--- config.mk ---
export PLATFORM = sky130hd
export DESIGN_NAME = instr_ctrl_dec
export DESIGN_NICKNAME = d
export VERILOG_FILES = /design/src/rtl/ctl_dec_pkg.sv /design/src/rtl/ctl_onehot_dec.sv /design/src/rtl/ctl_instr_sel.sv /design/src/rtl/ctl_class_enc.sv /design/src/rtl/instr_ctrl_dec.sv
export SDC_FILE = /design/constraint.sdc
export NUM_CORES = 1
export LEC_CHECK = 0
export BUFFER_PORTS_ARGS = -buffer_cell sky130_fd_sc_hd__buf_2
export CAP_MARGIN = 20
export CORE_UTILIZATION = 40
export DETAILED_ROUTE_END_ITERATION = 16
export PLACE_DENSITY = 0.63
export SLEW_MARGIN = 20
export SYNTH_ARGS = -nofsm -noshare
export SYNTH_HDL_FRONTEND = slang
export SYNTH_HIERARCHICAL = 1
export SYNTH_SLANG_ARGS = --single-unit
--- constraint.sdc ---
create_clock -name vclk -period 2.77
set_input_delay 0.554 -clock vclk [all_inputs]
set_output_delay 0.554 -clock vclk [all_outputs]
set_load 0.01 [all_outputs]
--- src/rtl/ctl_dec_pkg.sv ---
package ctl_dec_pkg;
  localparam int OPC_W = 6;
  localparam int FN_W  = 6;

  typedef enum int {
    I_ADD, I_SUB, I_SLT, I_AND, I_OR, I_XOR, I_NOR, I_JR, I_SYSCALL,
    I_LUI, I_ADDI, I_SLTI, I_ANDI, I_ORI, I_XORI,
    I_LW, I_SW, I_J, I_JAL, I_BEQ, I_BNE, I_BLTZ, I_COUNT
  } ins_e;

  localparam int NUM_INS = int'(I_COUNT);
  localparam logic [OPC_W-1:0] OP_RFMT = '0;

  // output encodings
  localparam logic [1:0] DST_RT = 2'b00, DST_RD = 2'b01, DST_R31 = 2'b10;
  localparam logic [1:0] WB_MEM = 2'b00, WB_ALU = 2'b01, WB_PC = 2'b10;

  // instructions below this index are selected by the function field
  function automatic bit ins_uses_fn(int i);
    return i <= int'(I_SYSCALL);
  endfunction

  function automatic int ins_code(int i);
    case (i)
      int'(I_ADD):     return 32;
      int'(I_SUB):     return 34;
      int'(I_SLT):     return 42;
      int'(I_AND):     return 36;
      int'(I_OR):      return 37;
      int'(I_XOR):     return 38;
      int'(I_NOR):     return 39;
      int'(I_JR):      return 8;
      int'(I_SYSCALL): return 12;
      int'(I_LUI):     return 15;
      int'(I_ADDI):    return 8;
      int'(I_SLTI):    return 10;
      int'(I_ANDI):    return 12;
      int'(I_ORI):     return 13;
      int'(I_XORI):    return 14;
      int'(I_LW):      return 35;
      int'(I_SW):      return 43;
      int'(I_J):       return 2;
      int'(I_JAL):     return 3;
      int'(I_BEQ):     return 4;
      int'(I_BNE):     return 5;
      default:         return 1; // bltz
    endcase
  endfunction
endpackage

--- src/rtl/ctl_onehot_dec.sv ---
module ctl_onehot_dec #(
  parameter int IN_W = 6,
  localparam int OUT_N = 1 << IN_W
) (
  input  logic             en,
  input  logic [IN_W-1:0]  code,
  output logic [OUT_N-1:0] hot
);
  for (genvar i = 0; i < OUT_N; i++) begin : g_line
    assign hot[i] = en && (code == IN_W'(i));
  end
endmodule

--- src/rtl/ctl_instr_sel.sv ---
module ctl_instr_sel
  import ctl_dec_pkg::*;
#(
  parameter int OPC_N = 1 << OPC_W,
  parameter int FN_N  = 1 << FN_W
) (
  input  logic [OPC_N-1:0]   op_hot,
  input  logic [FN_N-1:0]    fn_hot,
  output logic [NUM_INS-1:0] ins
);
  for (genvar i = 0; i < NUM_INS; i++) begin : g_ins
    if (ins_uses_fn(i)) begin : g_fn
      assign ins[i] = fn_hot[ins_code(i)];
    end else begin : g_op
      assign ins[i] = op_hot[ins_code(i)];
    end
  end

  // lines of the 64-way decoders that carry no supported instruction
  logic unused_lines;
  assign unused_lines = ^{op_hot, fn_hot};
endmodule

--- src/rtl/ctl_class_enc.sv ---
module ctl_class_enc
  import ctl_dec_pkg::*;
(
  input  logic [NUM_INS-1:0] ins,
  output logic               rf_wr_en,
  output logic [1:0]         rf_dst_sel,
  output logic [1:0]         wb_src_sel,
  output logic               alu_b_imm,
  output logic [1:0]         alu_kind,
  output logic               alu_sub,
  output logic [1:0]         logic_fn,
  output logic               dmem_rd,
  output logic               dmem_wr,
  output logic [1:0]         br_kind,
  output logic [1:0]         pc_src
);
  logic arith_c, logic_c, imm_c, rfmt_alu;

  // first level: class terms
  assign arith_c  = ins[I_ADD] | ins[I_SUB] | ins[I_SLT] | ins[I_ADDI] | ins[I_SLTI];
  assign logic_c  = ins[I_AND] | ins[I_OR] | ins[I_XOR] | ins[I_NOR]
                  | ins[I_ANDI] | ins[I_ORI] | ins[I_XORI];
  assign imm_c    = ins[I_LUI] | ins[I_ADDI] | ins[I_SLTI]
                  | ins[I_ANDI] | ins[I_ORI] | ins[I_XORI];
  assign rfmt_alu = ins[I_ADD] | ins[I_SUB] | ins[I_SLT] | ins[I_AND]
                  | ins[I_OR] | ins[I_XOR] | ins[I_NOR];

  // second level: datapath controls
  assign rf_wr_en      = ins[I_LUI] | arith_c | logic_c | ins[I_LW] | ins[I_JAL];
  assign rf_dst_sel[0] = rfmt_alu;
  assign rf_dst_sel[1] = ins[I_JAL];
  assign wb_src_sel[0] = ins[I_LUI] | arith_c | logic_c;
  assign wb_src_sel[1] = ins[I_JAL];
  assign alu_b_imm     = imm_c | ins[I_LW] | ins[I_SW];

  assign alu_kind[1]   = ins[I_ADD] | ins[I_SUB] | ins[I_ADDI] | ins[I_LW] | ins[I_SW] | logic_c;
  assign alu_kind[0]   = ins[I_SLT] | ins[I_SLTI] | logic_c;
  assign alu_sub       = ins[I_SUB] | ins[I_SLT] | ins[I_SLTI];
  assign logic_fn[0]   = ins[I_OR] | ins[I_ORI] | ins[I_NOR];
  assign logic_fn[1]   = ins[I_XOR] | ins[I_XORI] | ins[I_NOR];

  assign dmem_rd       = ins[I_LW];
  assign dmem_wr       = ins[I_SW];
  assign br_kind[0]    = ins[I_BEQ] | ins[I_BLTZ];
  assign br_kind[1]    = ins[I_BNE] | ins[I_BLTZ];
  assign pc_src[0]     = ins[I_J] | ins[I_JAL] | ins[I_SYSCALL];
  assign pc_src[1]     = ins[I_JR] | ins[I_SYSCALL];
endmodule

--- src/rtl/instr_ctrl_dec.sv ---
module instr_ctrl_dec
  import ctl_dec_pkg::*;
(
  input  logic [5:0] opcode,
  input  logic [5:0] funct,
  output logic       rf_wr_en,
  output logic [1:0] rf_dst_sel,
  output logic [1:0] wb_src_sel,
  output logic       alu_b_imm,
  output logic [1:0] alu_kind,
  output logic       alu_sub,
  output logic [1:0] logic_fn,
  output logic       dmem_rd,
  output logic       dmem_wr,
  output logic [1:0] br_kind,
  output logic [1:0] pc_src
);
  localparam int OPC_N = 1 << OPC_W;
  localparam int FN_N  = 1 << FN_W;

  logic [OPC_N-1:0]   op_hot;
  logic [FN_N-1:0]    fn_hot;
  logic [NUM_INS-1:0] ins;

  ctl_onehot_dec #(.IN_W(OPC_W)) u_op_dec (
    .en(1'b1), .code(opcode), .hot(op_hot)
  );

  // function decoder qualified by the register-format opcode line
  ctl_onehot_dec #(.IN_W(FN_W)) u_fn_dec (
    .en(op_hot[OP_RFMT]), .code(funct), .hot(fn_hot)
  );

  ctl_instr_sel #(.OPC_N(OPC_N), .FN_N(FN_N)) u_sel (
    .op_hot(op_hot), .fn_hot(fn_hot), .ins(ins)
  );

  ctl_class_enc u_enc (
    .ins(ins),
    .rf_wr_en(rf_wr_en), .rf_dst_sel(rf_dst_sel), .wb_src_sel(wb_src_sel),
    .alu_b_imm(alu_b_imm), .alu_kind(alu_kind), .alu_sub(alu_sub),
    .logic_fn(logic_fn), .dmem_rd(dmem_rd), .dmem_wr(dmem_wr),
    .br_kind(br_kind), .pc_src(pc_src)
  );
endmodule

==> out/qor.yml <==
status: "finished clean"
comb_power_share: 1.000
drt_pass1_iterations: 3
p_seq_frac: 0
io_pins: 29
grt_max_degree: 14
yosys_warnings: 6
worstPathMaxFanout: 3
crit_required_ns: 2.22
critPathCaptureType: "output port"
grt_pass1_wl_mm: 2.28
hpwlAfterDp_mm: 1.14
drive_gt1_frac: 0.453
internal_power_mw: 0.0255
slew_violations: 0
detail_route.vias_per_cell: 5.13
crit_start: "opcode[1]"
worst_hold_path.num_cells: 4
rsz0062_at_grt: "false"
pwr-share-clk: 0
syn_area_per_cell_um2: 6.78
postCtsHoldBufs: 0
grt_pass1_vias: 575
antenna_found_initial: 0
p_leak_nw: 0.336
worstHoldPathType: "in2out"
dr.first_iter.drc_count: 8
wirelength_mm: 1.39
layout.nets: 120
grt_overflow: 0
crit_arrival_ns: 2.05
wl_per_cell_um: 10.6
seq_area_um2: 0
dieWidth_um: 45.6
core_mm2: 0.00175
fp.dieH_um: 45.6
dr_total_vias: 672
switching_power_mw: 0.0268
path_class: "in2out"
design.seq.count: 0
cp-start-kind: "input port"
min_delay_worst_endpoint: "dmem_wr"
hold_start: "opcode[5]"
vdd_ir_drop_max_uv: 60.5
syn_area_um2: 759
io_buffers: 29
cap_viol_max_count: 0
synth_cells: 112
p_per_area_mw_per_mm2: 71.7
dieArea_mm2: 0.00208
antenna_cells_inserted: 0
max_freq_mhz: 384
grt.total_usage: 0.139
detail-route-antenna-nets: 0
netSwitchingFraction: 0.512
fin_setup_tns_ns: 0
layout-area-overhead-vs-synth_pct: -3.95
finalHoldViolCount: 0
setup_viol: 0
clkbuf_count: 0
num_rows: 15
initial_core_util: 0.435
fin_crit_sh: 0.941
gp_congestion: 0.730
finalPower_mw: 0.0523
drc_errors: 0
finalCriticalPeriod_ns: 2.61
-- power groups by stage --
stage	clock, mW	combinational [mW]	sequential, mW
final	0	0.0523	0
after floorplan	0	0.0329	0
after global routing	0	0.0572	0
after global placement	0	0.0503	0
after detailed placement	0	0.0516	0
after CTS	0	0.0519	0
-- how the worst max path moves through the flow --
stage	slack (ns)	cells after the start	endpoint
finish	0.16	7	pc_src[1]
floorplan	0.05	10	pc_src[0]
global placement	0.12	8	alu_kind[0]
detailed placement	0.1	8	rf_wr_en
CTS	0.1	8	rf_dst_sel[0]
global route	0.02	7	pc_src[1]
-- critical path, stage by stage --
cell and delay, ns:
buf_2 0.11, or4_4 0.51, nor2_1 0.15, or3b_1 0.38, nor2_1 0.12, or2_2 0.11, buf_2 0.11
-- placed cells by master, fill, tap and decap left out, drive strengths merged --
cell / n
buf: 34
conb: 2
nand3: 1
nand3b: 4
nand4: 4
nand4b: 4
nand4bb: 8
nor2: 26
nor3: 1
nor4: 4
or2: 3
or3: 4
or3b: 2
or4: 2
or4b: 7
-- layer usage --
metal / GRT usage / wire (um) / vias up
met2: 0.257 / 693 / 13
met5: 0 / 0 / -
met3: 0.00397 / 34 / 2
li1: - / - / 358
met4: 0.0182 / 8 / 0
met1: 0.181 / 652 / 299
-- area by class of cell --
| class | instances | area [um^2] |
|---|---|---|
| Multi-Input combinational cell | 72 | 515 |
| Timing Repair Buffer | 34 | 183 |
| Tap cell | 25 | 31.3 |
| Fill cell | 219 | 1020 |
-- through the flow --
stage / utilization / cells / area, um^2 / setup WS (ns) / hold WS, ns
after CTS: 0.406 / 130 / 709 / 0.0962 / 1.49
after global placement: 0.406 / 130 / 709 / 0.122 / 1.49
after detailed placement: 0.406 / 130 / 709 / 0.0999 / 1.49
final: 0.418 / 131 / 729 / 0.164 / 1.49
after floorplan: - / 113 / 763 / 0.0494 / 1.47
after global routing: 0.418 / 131 / 729 / 0.0181 / 1.55
-- what timing repair did --
item,CTS,global route
buffers inserted,0,1
resized for setup,0,5
endpoints found under the setup margin,0,8
Note: power is estimated with default switching activity, not from simulation.
